## src/rtl/regset_pkg.sv

```systemverilog
package regset_pkg;
  localparam int FLAG_N = 4;

  typedef struct packed {
    logic              pcLd;
    logic              pcInc;
    logic              spLd;
    logic              spInc;
    logic              spDec;
    logic              ieWr;
    logic [FLAG_N-1:0] flagWr;
  } regStrobe_t;
endpackage

```

## src/rtl/regset_ctrl.sv

```systemverilog
module regset_ctrl
  import regset_pkg::*;
(
  input  logic              clk,
  input  logic              rst,
  input  logic              pcLoad,
  input  logic              pcInc,
  input  logic              spLoad,
  input  logic              spInc,
  input  logic              spDec,
  input  logic              ieWrEn,
  input  logic [FLAG_N-1:0] flagEn,
  output regStrobe_t        strobe
);
  always_comb begin
    strobe.pcLd   = pcLoad;
    strobe.pcInc  = pcInc & ~pcLoad;
    strobe.spLd   = spLoad;
    strobe.spInc  = spInc & ~spDec & ~spLoad;
    strobe.spDec  = spDec & ~spInc & ~spLoad;
    strobe.ieWr   = ieWrEn;
    strobe.flagWr = flagEn;
  end

  AST_PC_ONE_OP: assert property (@(posedge clk) disable iff (rst)
    $onehot0({strobe.pcLd, strobe.pcInc}));
  AST_SP_ONE_OP: assert property (@(posedge clk) disable iff (rst)
    $onehot0({strobe.spLd, strobe.spInc, strobe.spDec}));
  AST_SP_LOAD_WINS: assert property (@(posedge clk) disable iff (rst)
    spLoad |-> strobe.spLd && !strobe.spInc && !strobe.spDec);
endmodule

```

## src/rtl/regset_datapath.sv

```systemverilog
module regset_datapath
  import regset_pkg::*;
#(
  parameter int DATA_W = 16,
  parameter int NREG   = 8,
  localparam int ADDR_W = $clog2(NREG)
) (
  input  logic              clk,
  input  logic              rst,
  input  regStrobe_t        strobe,
  input  logic [ADDR_W-1:0] rdAddrA,
  input  logic [ADDR_W-1:0] rdAddrB,
  output logic [DATA_W-1:0] rdDataA,
  output logic [DATA_W-1:0] rdDataB,
  input  logic              wrEn,
  input  logic [ADDR_W-1:0] wrAddr,
  input  logic [DATA_W-1:0] wrData,
  input  logic [DATA_W-1:0] pcLoadVal,
  input  logic [DATA_W-1:0] spLoadVal,
  input  logic [FLAG_N-1:0] flagIn,
  input  logic              ieIn,
  output logic [DATA_W-1:0] pcOut,
  output logic [DATA_W-1:0] spOut,
  output logic [DATA_W-1:0] psrOut
);
  localparam int UPPER_W = DATA_W - FLAG_N - 1;

  logic [DATA_W-1:0] gpr [NREG];
  logic [DATA_W-1:0] pcQ, spQ;
  logic [FLAG_N-1:0] flagQ;
  logic              ieQ;

  assign gpr[0] = '0;

  for (genvar g = 1; g < NREG; g++) begin : g_gpr
    always_ff @(posedge clk) begin
      if (rst)
        gpr[g] <= '0;
      else if (wrEn && wrAddr == ADDR_W'(g))
        gpr[g] <= wrData;
    end
  end

  assign rdDataA = gpr[rdAddrA];
  assign rdDataB = gpr[rdAddrB];

  always_ff @(posedge clk) begin
    if (rst)                pcQ <= '0;
    else if (strobe.pcLd)   pcQ <= pcLoadVal;
    else if (strobe.pcInc)  pcQ <= pcQ + DATA_W'(1);
  end

  always_ff @(posedge clk) begin
    if (rst)                spQ <= '0;
    else if (strobe.spLd)   spQ <= spLoadVal;
    else if (strobe.spInc)  spQ <= spQ + DATA_W'(1);
    else if (strobe.spDec)  spQ <= spQ - DATA_W'(1);
  end

  for (genvar f = 0; f < FLAG_N; f++) begin : g_flag
    always_ff @(posedge clk) begin
      if (rst)                   flagQ[f] <= 1'b0;
      else if (strobe.flagWr[f]) flagQ[f] <= flagIn[f];
    end
  end

  always_ff @(posedge clk) begin
    if (rst)              ieQ <= 1'b0;
    else if (strobe.ieWr) ieQ <= ieIn;
  end

  assign pcOut  = pcQ;
  assign spOut  = spQ;
  assign psrOut = {{UPPER_W{1'b0}}, ieQ, flagQ};

  AST_RESET_CLEARS: assert property (@(posedge clk)
    rst |=> pcOut == '0 && spOut == '0 && psrOut == '0);
  AST_R0_READS_ZERO: assert property (@(posedge clk) disable iff (rst)
    (rdAddrA == '0 |-> rdDataA == '0) and (rdAddrB == '0 |-> rdDataB == '0));
  AST_WRITE_LANDS: assert property (@(posedge clk) disable iff (rst)
    wrEn && wrAddr != '0 |=> gpr[$past(wrAddr)] == $past(wrData));
  AST_PC_LOAD: assert property (@(posedge clk) disable iff (rst)
    strobe.pcLd |=> pcOut == $past(pcLoadVal));
  AST_SP_HOLD: assert property (@(posedge clk) disable iff (rst)
    !strobe.spLd && !strobe.spInc && !strobe.spDec |=> $stable(spOut));
  AST_PSR_UPPER_ZERO: assert property (@(posedge clk) disable iff (rst)
    psrOut[DATA_W-1:FLAG_N+1] == '0);
  AST_FLAG_KEEP: assert property (@(posedge clk) disable iff (rst)
    strobe.flagWr == '0 |=> $stable(psrOut[FLAG_N-1:0]));
  AST_IE_KEEP: assert property (@(posedge clk) disable iff (rst)
    !strobe.ieWr |=> $stable(psrOut[FLAG_N]));
endmodule

```

## src/rtl/cpu_regset.sv

```systemverilog
module cpu_regset
  import regset_pkg::*;
(
  input  logic        clk,
  input  logic        rst,
  input  logic [2:0]  rdAddrA,
  input  logic [2:0]  rdAddrB,
  output logic [15:0] rdDataA,
  output logic [15:0] rdDataB,
  input  logic        wrEn,
  input  logic [2:0]  wrAddr,
  input  logic [15:0] wrData,
  input  logic        pcLoad,
  input  logic        pcInc,
  input  logic [15:0] pcLoadVal,
  output logic [15:0] pcOut,
  input  logic        spLoad,
  input  logic        spInc,
  input  logic        spDec,
  input  logic [15:0] spLoadVal,
  output logic [15:0] spOut,
  input  logic [3:0]  flagEn,
  input  logic [3:0]  flagIn,
  input  logic        ieWrEn,
  input  logic        ieIn,
  output logic [15:0] psrOut
);
  regStrobe_t strobe;

  regset_ctrl u_ctrl (
    .clk(clk), .rst(rst),
    .pcLoad(pcLoad), .pcInc(pcInc),
    .spLoad(spLoad), .spInc(spInc), .spDec(spDec),
    .ieWrEn(ieWrEn), .flagEn(flagEn),
    .strobe(strobe)
  );

  regset_datapath #(.DATA_W(16), .NREG(8)) u_dp (
    .clk(clk), .rst(rst), .strobe(strobe),
    .rdAddrA(rdAddrA), .rdAddrB(rdAddrB),
    .rdDataA(rdDataA), .rdDataB(rdDataB),
    .wrEn(wrEn), .wrAddr(wrAddr), .wrData(wrData),
    .pcLoadVal(pcLoadVal), .spLoadVal(spLoadVal),
    .flagIn(flagIn), .ieIn(ieIn),
    .pcOut(pcOut), .spOut(spOut), .psrOut(psrOut)
  );
endmodule

```

## config.mk

```make
export PLATFORM = sky130hd
export DESIGN_NAME = cpu_regset
export DESIGN_NICKNAME = d
export VERILOG_FILES = /design/src/rtl/regset_pkg.sv /design/src/rtl/regset_ctrl.sv /design/src/rtl/regset_datapath.sv /design/src/rtl/cpu_regset.sv
export SDC_FILE = /design/constraint.sdc
export NUM_CORES = 1
export LEC_CHECK = 0
export BUFFER_PORTS_ARGS = -buffer_cell sky130_fd_sc_hd__buf_2
export CAP_MARGIN = 20
export CORE_MARGIN = 2
export CORE_UTILIZATION = 30
export CTS_CLUSTER_DIAMETER = 30
export DETAILED_ROUTE_END_ITERATION = 8
export PLACE_DENSITY_LB_ADDON = 0.1
export SETUP_SLACK_MARGIN = 0.3
export SYNTH_ARGS = -nofsm -noshare
export SYNTH_HDL_FRONTEND = slang
export SYNTH_SLANG_ARGS = --single-unit
```

## constraint.sdc

```tcl
create_clock -name clk -period 3 [get_ports clk]
set_input_delay 0.3 -clock clk [delete_from_list [all_inputs] [get_ports clk]]
set_output_delay 0.3 -clock clk [all_outputs]
set_load 0.01 [all_outputs]
```

==> results.json <==
{
  "path_class": "in2reg",
  "root_buffer": "clkbuf_16",
  "fin_setup_tns_ns": 0,
  "synthArstFlopShare_pct": 0,
  "ant_nets": 0,
  "power_density_nw_per_um2": 540,
  "r2r-end": "u_dp.spOut[12]$_SDFFE_PP0P_",
  "num_io_pins": 155,
  "clockBufferDepth": 2,
  "rrSetupSlack_ns": 0.77,
  "area_growth_pct": 20.5,
  "initial_utilization_pct": 30.5,
  "startpoint_type": "input port",
  "rows": 60,
  "rr_startpoint": "u_dp.spOut[0]$_SDFFE_PP0P_",
  "max-slew-margin-rel_pct": 36.3,
  "drive_gt1_share_pct": 24.6,
  "setup_viol": 0,
  "hold_ws_ns": 0.0917,
  "synthFlopType": "dfxtp_1",
  "hpwl_mm": 17.8,
  "hp-start": "pcLoadVal[3]",
  "clkSinkCount": 149,
  "min_period_over_period_pct": 77.3,
  "hold_viol": 0,
  "wl_mm": 27.3,
  "layout_min_cycle_time_ns": 2.32,
  "dr.pass1.iters": 5,
  "dp_slack_ns": 0.225,
  "skew_ns": 0.00782,
  "antenna_found_initial": 0,
  "numCtsBuffers": 17,
  "yosysUniqueCellTypes": 53,
  "placedCellCount": 1455,
  "leakage_nw": 3.82,
  "crit_required_ns": 3.29,
  "tightest_slew_ns": 0.954,
  "diodes": 0,
  "io_buffers": 143,
  "clk_pin_slew_ns": 0.07,
  "gp_congestion": 0.800,
  "crit_arrival_ns": 2.61,
  "overflow": 0,
  "hold_buffers": 0,
  "die_area_sq_um": 28800,
  "avgSynthCellArea_sq_um": 8.11,
  "grt_pass1_vias": 7381,
  "htreeDepth": 4,
  "finalMaxSlewViolations": 0,
  "holdPathStages": 3,
  "post_cts_buffers": 0,
  "mostFrequentLayoutCell": "nand2_1",
  "grt_max_degree": 79,
  "ir_worst_vdd_mv": 0.349,
  "utilization_pct": 36.8,
  "dr_wl_met3_mm": 1.34,
  "fin_cells": 1487,
  "clock_latency_ns": 0.43,
  "wirelength_met1_mm": 12.4,
  "synth-edff-count": 0,
  "timing.critical_path.to_type": "flip-flop",
  "drt_drc_violations_left": 0,
  "hold_path.class": "in2reg",
  "worst_slack_ns": 0.680,
  "drtIter0Drc": 463,
  "netlist_area_sq_um": 8220,
  "cap_violations": 0,
  "core-area_sq_um": 27000,
  "final_cell_mix": "247 x nand2_1, 175 x a21oi_1, 149 x dfxtp_1",
  "rsz0062_at_grt": "no",
  "grt_pass1_wl_mm": 42.4,
  "reg2reg_depth": 8,
  "fmax_mhz": 431,
  "final_nets": 1226,
  "synth_seq_area_share_pct": 36.3,
  "cts_tree": "yes",
  "wl_met2_mm": 13.3,
  "min_to": "u_dp.pcOut[3]$_SDFFE_PP0P_",
  "synth_seq_cells": 149,
  "track_usage_pct": 19.2,
  "wire_per_inst_microns": 18.4,
  "postSynthCellCount": 1014,
  "crit_fanout": 16,
  "chipWidth_microns": 170,
  "startpoint": "spDec",
  "highest_layer": "met4",
  "ctsResizeCount": 0,
  "yosysWarnings": 0,
  "vias": 7582,
  "post_drt_via_cell_ratio": 5.10,
  "die_h_microns": 170,
  "status": "completed"
}
-- final cells by class --
class                           count  area, sq um
Clock buffer                       20          457
Fill cell                        2807        17000
Clock inverter                     12          169
Multi-Input combinational cell    751         4760
Sequential cell                   149         2980
Tap cell                          341          427
Timing Repair Buffer              171          953
Inverter                           43          161
-- state kept, by name, indices dropped and copies added, names as in the netlist --
signal,cells
u_dp.pcOut,16
u_dp.gpr,112
u_dp.spOut,16
u_dp.ieQ,1
u_dp.psrOut,4
-- synth_stat cells (7+ instances only) --
cell type | instances | area (sq um)
ha_1 | 17 | 213
nand4_1 | 7 | 43.8
mux2_2 | 33 | 372
nand2_1 | 247 | 927
mux2i_1 | 10 | 100
nor2b_1 | 12 | 75.1
xor2_1 | 12 | 105
buf_4 | 12 | 90.1
o21ai_0 | 10 | 50.1
nand3_1 | 14 | 70.1
nor3_1 | 8 | 40.0
dfxtp_1 | 149 | 2980
a21oi_1 | 175 | 876
nor2_1 | 58 | 218
xnor2_1 | 12 | 105
buf_1 | 7 | 26.3
mux4_2 | 32 | 721
inv_1 | 43 | 161
a221oi_1 | 33 | 289
buf_2 | 15 | 75.1
clkbuf_1 | 47 | 176
-- power breakdown --
group	total [mW]	switching, mW	internal, mW
clock network	2.31	0.934	1.37
registers	2.11	0.0622	2.05
logic	0.936	0.557	0.379
total	5.36	1.55	3.80
-- worst max-delay path, stage by stage --
cell and delay (ns):
buf_2 0.12, nor3b_1 0.32, inv_2 0.23, ha_1 0.44, nand4_1 0.19, a211oi_2 0.35, o2111ai_1 0.21, a2111oi_2 0.36
nor4b_2 0.08
-- layer usage --
metal  vias up  track usage (%)
li1       3763                -
met1      3577             25.3
met2       219             32.8
met3        23             3.47
met4         0             4.68
met5         -                0
-- worst max path at each step --
| stage | endpoint | slack [ns] | depth (start not counted) |
|---|---|---|---|
| 3_5_place_dp | u_dp.spOut[15]$_SDFFE_PP0P_ | 0.22 | 10 |
| 5_1_grt | u_dp.spOut[15]$_SDFFE_PP0P_ | 0.42 | 9 |
| 6_report | u_dp.spOut[15]$_SDFFE_PP0P_ | 0.68 | 9 |
| 3_3_place_gp | u_dp.spOut[15]$_SDFFE_PP0P_ | 0.22 | 9 |
| 2_1_floorplan | u_dp.spOut[13]$_SDFFE_PP0P_ | 0.31 | 10 |
| 4_1_cts | u_dp.spOut[15]$_SDFFE_PP0P_ | 0.66 | 9 |
-- per-stage QoR --
stage	cell area, sq um	total power, mW
2_1_floorplan	8260	2.77
3_3_place_gp	9290	3.10
3_5_place_dp	9290	3.10
4_1_cts	9910	5.42
5_1_grt	9910	5.63
6_report	9910	5.36
-- logic make-up after synthesis --
logic type / synth area share [%]
other: 0.0456
DFF: 36.3
xor gates and xnor gates: 2.56
buffers and inverters: 6.44
adders and majority gates: 2.83
and+or+nand+nor: 18.7
AOI/OAI and AO/OA: 18.6
muxes: 14.6
Note: power is estimated with default switching activity, not from simulation.
